### src/rtl/fdiv_special_pkg.sv
package fdiv_special_pkg;
  localparam int unsigned EXP_W  = 8;
  localparam int unsigned FRAC_W = 23;
  localparam int unsigned FP_W   = 1 + EXP_W + FRAC_W;
  localparam logic [FP_W-1:0] DEFAULT_NAN = 32'h7FC0_0000;

  typedef enum logic [2:0] {
    CLS_ZERO, CLS_SUB, CLS_NORM, CLS_INF, CLS_QNAN, CLS_SNAN
  } fp_cls_e;
endpackage

### src/rtl/fp_classify.sv
module fp_classify
  import fdiv_special_pkg::*;
(
  input  logic [FP_W-1:0] op_i,
  output fp_cls_e         cls_o
);
  localparam int unsigned QBIT = FRAC_W - 1;
  logic [EXP_W-1:0]  exp_w;
  logic [FRAC_W-1:0] frac_w;
  assign exp_w  = op_i[FP_W-2 -: EXP_W];
  assign frac_w = op_i[FRAC_W-1:0];

  always_comb begin
    if (exp_w == '0)
      cls_o = (frac_w == '0) ? CLS_ZERO : CLS_SUB;
    else if (exp_w == '1) begin
      if (frac_w == '0)      cls_o = CLS_INF;
      else if (frac_w[QBIT]) cls_o = CLS_QNAN;
      else                   cls_o = CLS_SNAN;
    end else
      cls_o = CLS_NORM;
  end
endmodule

### src/rtl/fdiv_resolve.sv
module fdiv_resolve
  import fdiv_special_pkg::*;
(
  input  logic [FP_W-1:0] op_a_i,
  input  logic [FP_W-1:0] op_b_i,
  input  fp_cls_e         cls_a_i,
  input  fp_cls_e         cls_b_i,
  output logic            bypass_o,
  output logic [FP_W-1:0] result_o,
  output logic            invalid_o,
  output logic            div_zero_o,
  output logic            sign_o
);
  localparam int unsigned QBIT = FRAC_W - 1;
  logic a_nan, b_nan, a_inf, b_inf, a_zero, b_zero;

  assign a_nan  = (cls_a_i == CLS_QNAN) || (cls_a_i == CLS_SNAN);
  assign b_nan  = (cls_b_i == CLS_QNAN) || (cls_b_i == CLS_SNAN);
  assign a_inf  = cls_a_i == CLS_INF;
  assign b_inf  = cls_b_i == CLS_INF;
  assign a_zero = cls_a_i == CLS_ZERO;
  assign b_zero = cls_b_i == CLS_ZERO;
  assign sign_o = op_a_i[FP_W-1] ^ op_b_i[FP_W-1];

  // fixed priority: nan, indeterminate, special dividend, zero divisor, inf divisor
  always_comb begin
    bypass_o   = 1'b1;
    result_o   = '0;
    invalid_o  = 1'b0;
    div_zero_o = 1'b0;
    if (a_nan || b_nan) begin
      result_o       = a_nan ? op_a_i : op_b_i;
      result_o[QBIT] = 1'b1;
      invalid_o      = (cls_a_i == CLS_SNAN) || (cls_b_i == CLS_SNAN);
    end else if ((a_zero && b_zero) || (a_inf && b_inf)) begin
      result_o  = DEFAULT_NAN;
      invalid_o = 1'b1;
    end else if (a_inf || a_zero) begin
      result_o = {sign_o, op_a_i[FP_W-2:0]};
    end else if (b_zero) begin
      result_o   = {sign_o, {EXP_W{1'b1}}, {FRAC_W{1'b0}}};
      div_zero_o = 1'b1;
    end else if (b_inf) begin
      result_o = {sign_o, {(FP_W-1){1'b0}}};
    end else begin
      bypass_o = 1'b0;
    end
  end
endmodule

### src/rtl/fdiv_special.sv
module fdiv_special
  import fdiv_special_pkg::*;
(
  input  logic        clk_i,
  input  logic        rst_ni,
  input  logic        in_valid_i,
  input  logic [31:0] op_a_i,
  input  logic [31:0] op_b_i,
  output logic        out_valid_o,
  output logic        bypass_o,
  output logic [31:0] result_o,
  output logic        invalid_o,
  output logic        div_zero_o,
  output logic [31:0] fin_a_o,
  output logic [31:0] fin_b_o,
  output logic        fin_sign_o
);
  fp_cls_e cls_a, cls_b;
  logic byp_c, inv_c, dz_c, sgn_c;
  logic [FP_W-1:0] res_c;

  fp_classify u_cls_a (.op_i(op_a_i), .cls_o(cls_a));
  fp_classify u_cls_b (.op_i(op_b_i), .cls_o(cls_b));

  fdiv_resolve u_res (
    .op_a_i(op_a_i), .op_b_i(op_b_i), .cls_a_i(cls_a), .cls_b_i(cls_b),
    .bypass_o(byp_c), .result_o(res_c), .invalid_o(inv_c),
    .div_zero_o(dz_c), .sign_o(sgn_c)
  );

  always_ff @(posedge clk_i or negedge rst_ni) begin
    if (!rst_ni) begin
      out_valid_o <= 1'b0;
      bypass_o    <= 1'b0;
      result_o    <= '0;
      invalid_o   <= 1'b0;
      div_zero_o  <= 1'b0;
      fin_a_o     <= '0;
      fin_b_o     <= '0;
      fin_sign_o  <= 1'b0;
    end else begin
      out_valid_o <= in_valid_i;
      if (in_valid_i) begin
        bypass_o   <= byp_c;
        result_o   <= res_c;
        invalid_o  <= inv_c;
        div_zero_o <= dz_c;
        fin_a_o    <= op_a_i;
        fin_b_o    <= op_b_i;
        fin_sign_o <= sgn_c;
      end
    end
  end


  valid_follow_chk: assert property (@(posedge clk_i) disable iff (!rst_ni)
    out_valid_o == $past(in_valid_i));

  hold_chk: assert property (@(posedge clk_i) disable iff (!rst_ni)
    !$past(in_valid_i) |-> $stable(result_o) && $stable(bypass_o));

  dz_finite_chk: assert property (@(posedge clk_i) disable iff (!rst_ni)
    div_zero_o |-> bypass_o && !invalid_o && result_o[30:0] == 31'h7F80_0000);

  inf_zero_chk: assert property (@(posedge clk_i) disable iff (!rst_ni)
    (out_valid_o && fin_a_o[30:0] == 31'h7F80_0000 && fin_b_o[30:0] == 31'h0) |-> !div_zero_o);

  finite_chk: assert property (@(posedge clk_i) disable iff (!rst_ni)
    (out_valid_o && !bypass_o) |-> !invalid_o && !div_zero_o &&
      fin_sign_o == (fin_a_o[31] ^ fin_b_o[31]));

  indet_chk: assert property (@(posedge clk_i) disable iff (!rst_ni)
    (out_valid_o && fin_a_o[30:0] == 31'h0 && fin_b_o[30:0] == 31'h0) |->
      invalid_o && result_o == DEFAULT_NAN);
endmodule

### config.mk
export PLATFORM = sky130hd
export DESIGN_NAME = fdiv_special
export DESIGN_NICKNAME = d
export VERILOG_FILES = /design/src/rtl/fdiv_special_pkg.sv /design/src/rtl/fp_classify.sv /design/src/rtl/fdiv_resolve.sv /design/src/rtl/fdiv_special.sv
export SDC_FILE = /design/constraint.sdc
export NUM_CORES = 1
export LEC_CHECK = 0
export BUFFER_PORTS_ARGS = -buffer_cell sky130_fd_sc_hd__buf_2
export CORE_MARGIN = 2
export CORE_UTILIZATION = 30
export CTS_CLUSTER_SIZE = 40
export DETAILED_ROUTE_END_ITERATION = 10
export GPL_ROUTABILITY_DRIVEN = 0
export PLACE_DENSITY = 0.61
export SYNTH_ARGS = -nofsm -noshare
export SYNTH_HDL_FRONTEND = slang
export SYNTH_SLANG_ARGS = --single-unit
### constraint.sdc
create_clock -name clk_i -period 1.7 [get_ports clk_i]
set_clock_uncertainty 0.1 [all_clocks]
set_input_delay 0.085 -clock clk_i [delete_from_list [all_inputs] [get_ports clk_i]]
set_output_delay 0.085 -clock clk_i [all_outputs]
set_load 0.005 [all_outputs]
==> run metrics, run 1 <==
Slew HR 0.667; CTS H-tree lvls 3; r2r startpoint result_o[31]$_DFFE_PN0P_; FF+latch count, synth roughly 100; Slew @ Worst Pin 0.498 ns; Endpoint, Worst Hold fin_b_o[21]$_DFFE_PN0P_; Distinct cells, synth 26; PortBufs around 170; hpwl dp around 9600 µm; Setup CP Type input port to flop; hold_ws around 0.0069 ns; first-pass GRT wire length just under 20000 µm; setup ws final -0.0208 ns; Pre-antenna DRT Iters 4; syn avg cell area 12.0 µm²; RSZ-0062 raised after global routing true; cells after synthesis 351; diodes inserted 0; mapped cell area 4210 µm²; Final Hold Viols 0; Finished Core Util 0.478; YS warnings 0; CTS tree done; failing checks setup timing; most used cell, CP buf_4; DIE HEIGHT 122 µm; register area share after synthesis 0.601; critical path cell sequence buf_6 > nor4_4 > buf_4 > nand4_1 > buf_4 > or2_4 > o311a_4 > o2111ai_4 > o21a_1; family with the most delay on the worst path compound AO/OA/AOI/OAI gates; CP peak stage delay 0.39 ns; CP bufs+invs 3; Global Route Usage Sum 0.173; cell-internal power about 4300 µW; WP data arrival roughly 1.9 ns; clock buffer depth 2; LEAKAGE slightly above 0.003 µW; Root Buffer clkbuf_16; sequential share of power 0.479; Clock Latency Late Sink about 0.34 ns; minimum clock period 1.72 ns; initial antenna violation count 0; number of global-route vias before repair 3846; Max stage delay cell, worst path o311a_4; Setup crit end kind flop; maximum clock frequency between 0.5 and 0.6 GHz; Max Cap Viol 0; clk slew on worst S/H paths 0.06 ns; Die ar. between 10000 and 15000 µm²; combinational group share of total power 0.164; Clock power frac 0.357; Layout Nets 695; clk sinks 101; Final Max Tran Viols 0; status complete, but fails checks; reg2reg end result_o[31]$_DFFE_PN0P_; HP Start op_b_i[21]; Detailed Route Iter0 Violations approximately 170; worst-path maximum fanout 8; Net Sw Frac 0.239; NetSw around 1400 µW; # rows between 40 and 50; Hold Path Depth 3; syn nets between 400 and 500; remaining global-route overflow 0; Routed Antenna Nets 0; HP Class input port to flop; via count ~3.8k; share of cells above drive strength 1 0.527; Max VDD drop approximately 0.44 mV; R2R Setup Slk 0.66 ns; initial core utilization 0.305; DRC 0; die width between 100 and 150 µm; Area Growth Syn to Fin 56.7%; total power divided by cell area 864 nW/µm²; Final Cycle Share 1.01; I/O pins 168; Num CTS Buffers 9; via/cell ratio 4.68; cells on worst reg2reg path 4; largest net degree at the start of global routing 48; Final Routed Wirelength between 10000 and 15000 µm; Final setup viols 9; Setup crit start kind input port; core outline area ~14000 µm²; wire length per cell ~16 µm; Critical Path RT 1.88 ns
Yosys cell counts:
master	count	area, µm²
a21o_1	1	7.51
a21oi_1	7	35.0
a2bb2oi_1	1	8.76
a31oi_1	24	150
buf_2	4	20.0
clkbuf_1	14	52.6
dfrtp_1	101	2530
inv_1	4	15.0
mux2_2	62	698
nand2_1	53	199
nand4_1	6	37.5
nor2_1	30	113
nor3_1	7	35.0
nor4_1	10	62.6
nor4_2	4	50.1
o2111ai_4	1	26.3
o21a_1	9	67.6
o21ai_0	3	15.0
o21ai_1	2	10.0
o221ai_1	1	8.76
o22ai_1	1	6.26
o311a_4	1	21.3
o31ai_1	1	7.51
or2_4	2	17.5
or3_1	1	6.26
xnor2_1	1	8.76
cell families (layout without fill, tap and decap cells):
| family | count (synthesis) | count (layout) | synth area share |
|---|---|---|---|
| AOI/OAI and AO/OA | 52 | 52 | 0.0866 |
| buffers and inverters | 22 | 303 | 0.0208 |
| and+or+nand+nor | 113 | 113 | 0.124 |
| DFF | 101 | 101 | 0.601 |
| xor gates and xnor gates | 1 | 1 | 0.00208 |
| muxes | 62 | 62 | 0.166 |
layout make-up:
class | count | area (µm²)
clock buffers | 15 | 298
fillers | 1312 | 7180
inverters | 4 | 15.0
multi-input cells | 228 | 1650
flip-flops and latches | 101 | 2530
well taps | 180 | 225
repair buffers | 284 | 1880
placed cells by master, fill, tap and decap left out, types with 2 or more instances in the layout:
master / n
buf_2: 163
dfrtp_1: 101
buf_4: 73
mux2_2: 62
nand2_1: 53
dlygate4sd3_1: 41
nor2_1: 29
a31oi_1: 24
nor4_1: 9
o21a_1: 9
clkbuf_16: 9
nor3_1: 6
nand4_1: 6
a21oi_1: 6
clkbuf_8: 5
inv_1: 4
buf_6: 4
nor4_2: 3
buf_12: 3
nor4_4: 2
or2_4: 2
o21ai_2: 2
o21ai_0: 2
routing by layer:
layer / up-vias / track usage / wire (µm)
met1: 1862 / 0.227 / 5730
met3: 14 / 0.0409 / 748
met4: 0 / 0.0575 / 203
met5: - / 0 / 0
li1: 1809 / - / -
met2: 114 / 0.282 / 6200
sequential cells by signal (all words and copies together) (netlist names):
name,count
bypass_o,1
div_zero_o,1
fin_a_o,32
fin_b_o,32
fin_sign_o,1
invalid_o,1
out_valid_o,1
result_o,32
repair_timing:
item	4_1_cts	5_1_grt
setup buffers	3	0
hold endpoints to repair	117	0
gates resized for setup	8	6
pin swaps	8	18
hold buffers	41	0
endpoints found under the setup margin	32	33
power groups by stage:
stage / combinational [µW] / clock, µW / sequential [µW]
floorplan: 273 / 0 / 2780
global placement: 852 / 0 / 2760
detailed placement: 865 / 0 / 2770
CTS: 945 / 2090 / 2730
global route: 1030 / 2180 / 2750
finish: 934 / 2030 / 2730
worst max path at each step:
stage                           from                        to  depth (start not counted)
after floorplan           op_b_i[17]  result_o[31]$_DFFE_PN0P_                          6
after global placement     op_a_i[0]   result_o[1]$_DFFE_PN0P_                          8
after detailed placement   op_a_i[0]   result_o[1]$_DFFE_PN0P_                          8
after CTS                  op_a_i[2]  result_o[27]$_DFFE_PN0P_                          9
after global routing       op_a_i[2]  result_o[26]$_DFFE_PN0P_                          9
final                      op_a_i[2]  result_o[24]$_DFFE_PN0P_                          9
worst min-delay path, stage by stage:
cell,delay (ns)
buf_2,0.10
buf_4,0.11
mux2_2,0.13
per-stage QoR:
step                      power [µW]  setup TNS [ns]  worst slack, ns  instances  cell area (µm²)
after floorplan                 3050               0           0.0690        351             4210
after global placement          3610          -16.41           -0.554        754             5800
after detailed placement        3640          -18.86           -0.636        754             5800
after CTS                       5760          -0.241          -0.0363        812             6560
after global routing            5960           -3.08           -0.130        812             6590
final                           5690          -0.135          -0.0208        812             6590
Power figures use the tool's default switching activity.
==> inputs of run 2 (changes only) <==
- ABC_AREA: not set -> 1
- PLACE_DENSITY: 0.61 -> 0.6
==> run 2 against run 1 <==
The run now ends clean. Register-to-register slack gained 0.26 ns. Sequential power shrank 3%. Combinational power shrank 11%. Power is 2.8% lower. Hold slack gained 0.020 ns. Via count up 18%. Synthesized cell count rose by 61%. Utilization is 3.5 points lower. Final cell count rose by 22%. Sequential cell count unchanged. Clock power about the same. Worst setup slack improved by 0.065 ns. Critical path type unchanged. Critical endpoint is now result_o[4]$_DFFE_PN0P_.
==> run metrics, run 2 <==
clock buffer depth 2 (unchanged); first-pass GRT wire length 24100 µm (was 19700 µm); Final Cycle Share 0.974 (was 1.01); Routed Antenna Nets 0 (unchanged); initial antenna violation count 0 (unchanged); Synth top cells by count 247 x nand2_1, 101 x dfrtp_1, 69 x nor2_1 (was 101 x dfrtp_1, 62 x mux2_2, 53 x nand2_1); DRC 0 (unchanged); worst-path maximum fanout 7 (was 8); clk sinks 101 (unchanged); via count 4474 (was 3799); Detailed Route Iter0 Violations 304 (was 167); share of the synthesized area in the top cell type 0.552 (was 0.601); cells after synthesis 564 (was 351); die width 128 µm (was 122 µm); CP peak stage delay 0.53 ns (was 0.39 ns); Area Growth Syn to Fin 45.9% (was 56.7%); I/O pins 168 (unchanged); CTS tree done (unchanged); HP Class input port to async pin (was input port to flop); Num CTS Buffers 9 (unchanged); Final Max Tran Viols 0 (unchanged); YS warnings 0 (unchanged); Clock power frac 0.371 (was 0.357); commonest non-fill, non-tap cells in the layout 246 x nand2_1, 161 x buf_2, 101 x dfrtp_1, 63 x dlygate4sd3_1, 62 x nor2_1 (was 163 x buf_2, 101 x dfrtp_1, 73 x buf_4, 62 x mux2_2, 53 x nand2_1); diodes inserted 0 (unchanged); Distinct cells, synth 31 (was 26); core outline area 15000 µm² (was 13800 µm²); maximum clock frequency 0.604 GHz (was 0.581 GHz); Post-Place Cells 908 (was 754); clk slew on worst S/H paths 0.07 ns (was 0.06 ns); number of synthesized flops with an enable pin 0 (unchanged); Final Routed Wirelength 15600 µm (was 12900 µm); Net Sw Frac 0.260 (was 0.239); Slew @ Worst Pin 0.513 ns (was 0.498 ns); cell-internal power 4100 µW (was 4330 µW); Max VDD drop 0.417 mV (was 0.438 mV); critical path cell sequence dlygate4sd3_1 > buf_2 > nand2_1 > nor2_1 > nand2_1 > inv_1 > nand2_4 > nand2_8 > clkinv_8 > nor2_2 > o21ai_1 > o21ai_2 (was buf_6 > nor4_4 > buf_4 > nand4_1 > buf_4 > or2_4 > o311a_4 > o2111ai_4 > o21a_1); minimum clock period 1.66 ns (was 1.72 ns); placed inst area 5660 µm² (was 5800 µm²); mapped cell area 4580 µm² (was 4210 µm²); leading area contributor after synthesis dfrtp_1 (unchanged); FF/Latch Area 2530 µm² (unchanged); Die ar. 16300 µm² (was 15000 µm²); status complete, no violations (was complete, but fails checks); setup ws final 0.0441 ns (was -0.0208 ns); most used cell, CP nand2_1 (was buf_4); Final setup viols 0 (was 9); NetSw 1440 µW (was 1360 µW); largest net degree at the start of global routing 91 (was 48); WP data arrival 1.83 ns (was 1.90 ns); commonest non-fill, non-tap cell in the layout nand2_1 (was buf_2); fin cells 988 (was 812); hpwl dp 10600 µm (was 9630 µm); total power divided by cell area 829 nW/µm² (was 864 nW/µm²); via/cell ratio 4.53 (was 4.68); Final Hold Viols 0 (unchanged); register area share after synthesis 0.552 (was 0.601); Clock Latency Late Sink 0.35 ns (was 0.34 ns); top layer in use met4 (unchanged); met3 routed WL 921 µm (was 748 µm); Root Buffer clkbuf_16 (unchanged); Global Route Usage Sum 0.196 (was 0.173); area of the multi-input gates 1840 µm² (was 1650 µm²); FF+latch count, synth 101 (unchanged); CTS H-tree lvls 3 (unchanged); cells on worst reg2reg path 1 (was 4); wire length per cell 15.8 µm (was 15.9 µm); number of global-route vias before repair 4296 (was 3846); Critical Path RT 1.87 ns (was 1.88 ns); WL met2 7360 µm (was 6200 µm); remaining global-route overflow 0 (unchanged); syn avg cell area 8.11 µm² (was 12.0 µm²); LEAKAGE 0.00353 µW (was 0.00306 µW); DIE HEIGHT 128 µm (was 122 µm); Place WS -0.0437 ns (was -0.636 ns); hold_ws 0.0271 ns (was 0.00690 ns); Max stage delay cell, worst path dlygate4sd3_1 (was o311a_4); top flop regs fin_a_o x32, fin_b_o x32, result_o x32 (unchanged); Max Cap Viol 0 (unchanged); Top FF cell, synth dfrtp_1 (unchanged); initial core utilization 0.304 (was 0.305); Layout Nets 862 (was 695); Slew HR 0.658 (was 0.667); RSZ-0062 raised after global routing true (unchanged); # rows 45 (was 43); Setup crit start kind input port (unchanged); combinational group share of total power 0.151 (was 0.164); Setup CP Type input port to flop (unchanged); synth top area cells dfrtp_1 55%, nand2_1 20%, nor2_1 5.7% (was dfrtp_1 60%, mux2_2 17%, nand2_1 4.7%); syn nets 631 (was 418); sequential share of power 0.479 (about the same); fin area 6670 µm² (was 6590 µm²); Metal-1 WL 7060 µm (was 5730 µm); share of cells above drive strength 1 0.298 (was 0.527); most common cell in the synthesized netlist nand2_1 (was dfrtp_1); CP bufs+invs 4 (was 3); family with the most delay on the worst path buffers and inverters (was compound AO/OA/AOI/OAI gates); Critical Path Stages 12 (was 9); PortBufs 167 (unchanged); Fillers 1545 (was 1312); ys async rst share 1.00 (unchanged); Pre-antenna DRT Iters 5 (was 4); Setup crit end kind flop (unchanged)
-- run 2: timing repair --
action,in CTS,in global routing
hold buffers,66,0
resized for setup,0,19
endpoints found under the hold margin,176,0
buffers inserted,0,2
setup endpoints to repair,0,30
-- run 2: path summary, 6_finish.rpt --
check	slack, ns	from	to
max reg2reg	0.92	bypass_o$_DFFE_PN0P_	bypass_o$_DFFE_PN0P_
max	0.04	op_b_i[24]	result_o[4]$_DFFE_PN0P_
max in group asynchronous	0.72	rst_ni	fin_a_o[26]$_DFFE_PN0P_
min in group clk_i	0.04	op_b_i[22]	fin_b_o[22]$_DFFE_PN0P_
min reg2reg	0.36	fin_a_o[10]$_DFFE_PN0P_	fin_a_o[10]$_DFFE_PN0P_
min	0.03	rst_ni	fin_b_o[7]$_DFFE_PN0P_
-- run 2: power groups by stage --
stage / Clock (µW) / Sequential, µW / Combinational, µW
floorplan: 0 / 2710 / 252
global placement: 0 / 2690 / 714
detailed placement: 0 / 2690 / 720
CTS: 2130 / 2650 / 845
global route: 2220 / 2670 / 933
finish: 2050 / 2650 / 833
-- run 2: stage by stage --
| stage | power [µW] | setup TNS (ns) | utilization |
|---|---|---|---|
| after global placement | 3400 | -0.156 | 0.376 |
| after CTS | 5620 | 0 | 0.440 |
| after floorplan | 2960 | 0 | - |
| after global routing | 5820 | -0.228 | 0.444 |
| after detailed placement | 3410 | -0.236 | 0.376 |
| final | 5530 | 0 | 0.444 |
-- run 2: layout make-up --
class | instances | share of cell area
tap | 188 | 0.0352
clock inverter | 5 | 0.00900
sequential | 101 | 0.379
timing repair buffer | 246 | 0.249
timing repair inverter | 1 | 0.00131
clock buffer | 11 | 0.0349
inverter | 24 | 0.0163
multi-input combinational | 412 | 0.276
-- run 2: cells by family (layout without fill, tap and decap cells) --
group                     after synthesis  after routing  synth area share
AOI/OAI and AO/OA                      62             62            0.0785
xor gates and xnor gates                1              1           0.00191
DFF                                   101            101             0.552
and+or+nand+nor                       349            349             0.313
buffers and inverters                  51            287            0.0541
-- run 2: layer usage --
metal  up-vias  GRT usage
met4         0     0.0601
met5         -          0
li1       2219          -
met2       149      0.313
met1      2086      0.271
met3        20     0.0356
==> inputs of run 3 (changes only) <==
- GPL_ROUTABILITY_DRIVEN: 0 -> not set
- RECOVER_POWER: not set -> 25
==> run 3 against run 2 <==
Critical path depth is the same. Highest routed layer unchanged. Final cell count is the same. Sequential share of layout area grew 0.16 points. Largest power group unchanged. Final area shrank 0.41%. Fmax shrank 0.50%. Clock power is essentially flat. Die area is the same. Routed wire length shrank 0.18%. Clock-buffer cell count is the same. Register-to-register slack is essentially flat. Power shrank 0.15%.
==> run metrics, run 3 (synthesis results as in run 2) <==
clock buffer depth 2 (unchanged); Setup crit start kind input port (unchanged); HP Class input port to flop (was input port to async pin); WP data arrival 1.83 ns (about the same); Final setup viols 0 (unchanged); Die ar. 16300 µm² (unchanged); CTS H-tree lvls 3 (unchanged); Max Cap Viol 0 (unchanged); critical path cell sequence dlygate4sd3_1 > buf_2 > nand2_1 > nor2_1 > nand2_1 > inv_1 > nand2_4 > nand2_8 > clkinv_8 > nor2_2 > o21ai_1 > o21ai_2 (unchanged); DIE HEIGHT 128 µm (unchanged); largest net degree at the start of global routing 91 (unchanged); RSZ-0062 raised after global routing true (unchanged); initial antenna violation count 0 (unchanged); diodes inserted 0 (unchanged); # rows 45 (unchanged); Post-Place Cells 908 (unchanged); NetSw 1440 µW (about the same); DRC 0 (unchanged); Num CTS Buffers 9 (unchanged); Clock power frac 0.371 (about the same); Max VDD drop 0.417 mV (about the same); Slew @ Worst Pin 0.924 ns (was 0.513 ns); die width 128 µm (unchanged); Final Cycle Share 0.979 (was 0.974); share of cells above drive strength 1 0.275 (was 0.298); Root Buffer clkbuf_16 (unchanged); CP peak stage delay 0.53 ns (about the same); gpl congestion between 0.8 and 0.9; total power divided by cell area 831 nW/µm² (was 829 nW/µm²); fin cells 988 (unchanged); Layout Nets 862 (unchanged); number of global-route vias before repair 4296 (unchanged); worst-path maximum fanout 7 (unchanged); maximum clock frequency 0.601 GHz (was 0.604 GHz); Routed Antenna Nets 0 (unchanged); via count 4446 (was 4474); first-pass GRT wire length 24100 µm (unchanged); Finished Core Util 0.442 (was 0.444); setup TNS 0 ns (unchanged); core outline area 15000 µm² (unchanged); commonest non-fill, non-tap cells in the layout 246 x nand2_1, 144 x buf_2, 101 x dfrtp_1, 63 x dlygate4sd3_1, 62 x nor2_1 (was 246 x nand2_1, 161 x buf_2, 101 x dfrtp_1, 63 x dlygate4sd3_1, 62 x nor2_1); hpwl dp 10600 µm (unchanged); minimum clock period 1.66 ns (about the same); cell-internal power 4090 µW (was 4100 µW); Setup CP Type input port to flop (unchanged); clk sinks 101 (unchanged); wire length per cell 15.8 µm (about the same); via/cell ratio 4.50 (was 4.53); LEAKAGE 0.00348 µW (was 0.00353 µW); sequential share of power 0.479 (about the same); Setup crit end kind flop (unchanged); Clock Latency Late Sink 0.35 ns (about the same); Net Sw Frac 0.260 (about the same); most used cell, CP nand2_1 (unchanged); Fillers 1554 (was 1545); area of the multi-input gates 1840 µm² (unchanged); Global Route Usage Sum 0.196 (unchanged); Max stage delay cell, worst path dlygate4sd3_1 (unchanged); Detailed Route Iter0 Violations 329 (was 304); commonest non-fill, non-tap cell in the layout nand2_1 (unchanged); PortBufs 167 (unchanged); status complete, no violations (unchanged); top flop regs fin_a_o x32, fin_b_o x32, result_o x32 (unchanged); setup ws final 0.0359 ns (was 0.0441 ns); CTS tree done (unchanged); clk slew on worst S/H paths 0.06 ns (was 0.07 ns); Critical Path RT 1.87 ns (about the same); Final Routed Wirelength 15600 µm (about the same); remaining global-route overflow 0 (unchanged); Area Growth Syn to Fin 45.3% (was 45.9%); combinational group share of total power 0.149 (was 0.151); Pre-antenna DRT Iters 5 (unchanged); Slew HR 0.384 (was 0.658); initial core utilization 0.304 (unchanged); I/O pins 168 (unchanged); R2R Setup Slk 0.92 ns (about the same); FF/Latch Area 2530 µm² (unchanged); Final Max Tran Viols 0 (unchanged); Place WS -0.0437 ns (unchanged); Final Hold Viols 0 (unchanged)
## run 3: cell types whose count changed in the layout (fill, tap and decap cells not counted), sizes merged
cell    previous run  this run
buf              180       161
clkbuf            11        30
## run 3: power by group through the flow
stage	logic [µW]	clock network, µW	registers (µW)
after floorplan	252	0	2710
after global placement	714	0	2690
after detailed placement	720	0	2690
after CTS	845	2130	2650
after global routing	926	2220	2670
final	826	2050	2650
## run 3: area by class of cell
class                           count  area share
Clock buffer                       11      0.0350
Clock inverter                      5     0.00904
Inverter                           24      0.0164
Multi-Input combinational cell    412       0.277
Sequential cell                   101       0.380
Tap cell                          188      0.0354
Timing Repair Buffer              246       0.246
Timing Repair inverter              1     0.00132
## run 3: timing repair
action,4_1_cts,5_1_grt
hold endpoints to repair,176,0
hold buffers,66,0
gates resized for setup,0,19
buffers inserted,0,2
setup endpoints to repair,0,30
## run 3: final timing paths
| path | startpoint | to | cells past startpoint |
|---|---|---|---|
| max in group asynchronous | rst_ni | fin_a_o[26]$_DFFE_PN0P_ | 3 |
| min in group asynchronous | rst_ni | fin_b_o[7]$_DFFE_PN0P_ | 2 |
| hold / removal | op_b_i[3] | fin_b_o[3]$_DFFE_PN0P_ | 4 |
| setup reg to reg | bypass_o$_DFFE_PN0P_ | bypass_o$_DFFE_PN0P_ | 1 |
| setup / recovery | op_b_i[24] | result_o[4]$_DFFE_PN0P_ | 12 |
| hold reg to reg | fin_a_o[10]$_DFFE_PN0P_ | fin_a_o[10]$_DFFE_PN0P_ | 2 |
## run 3: critical path: cells and delay by family
kind,cells,cell delay (ns)
buffers and inverters,4,0.86
AO/OA/AOI/OAI,2,0.22
AND/OR/NAND/NOR,6,0.66
## run 3: stage by stage
step           total power [µW]  hold slack, ns  instance area [µm²]
5_1_grt                    5810          0.0256                 6650
4_1_cts                    5620          0.0139                 6610
2_1_floorplan              2960          -0.311                 4580
3_3_place_gp               3400          -0.153                 5660
3_5_place_dp               3410          -0.152                 5660
6_report                   5520          0.0241                 6650
## run 3: metal layers
layer  routed length (µm)  share of wire  GRT usage
met2                 7380           0.47      0.313
met1                 7060           0.45      0.271
met5                    0              0          0
met3                  924          0.059     0.0356
met4                  256          0.016     0.0601
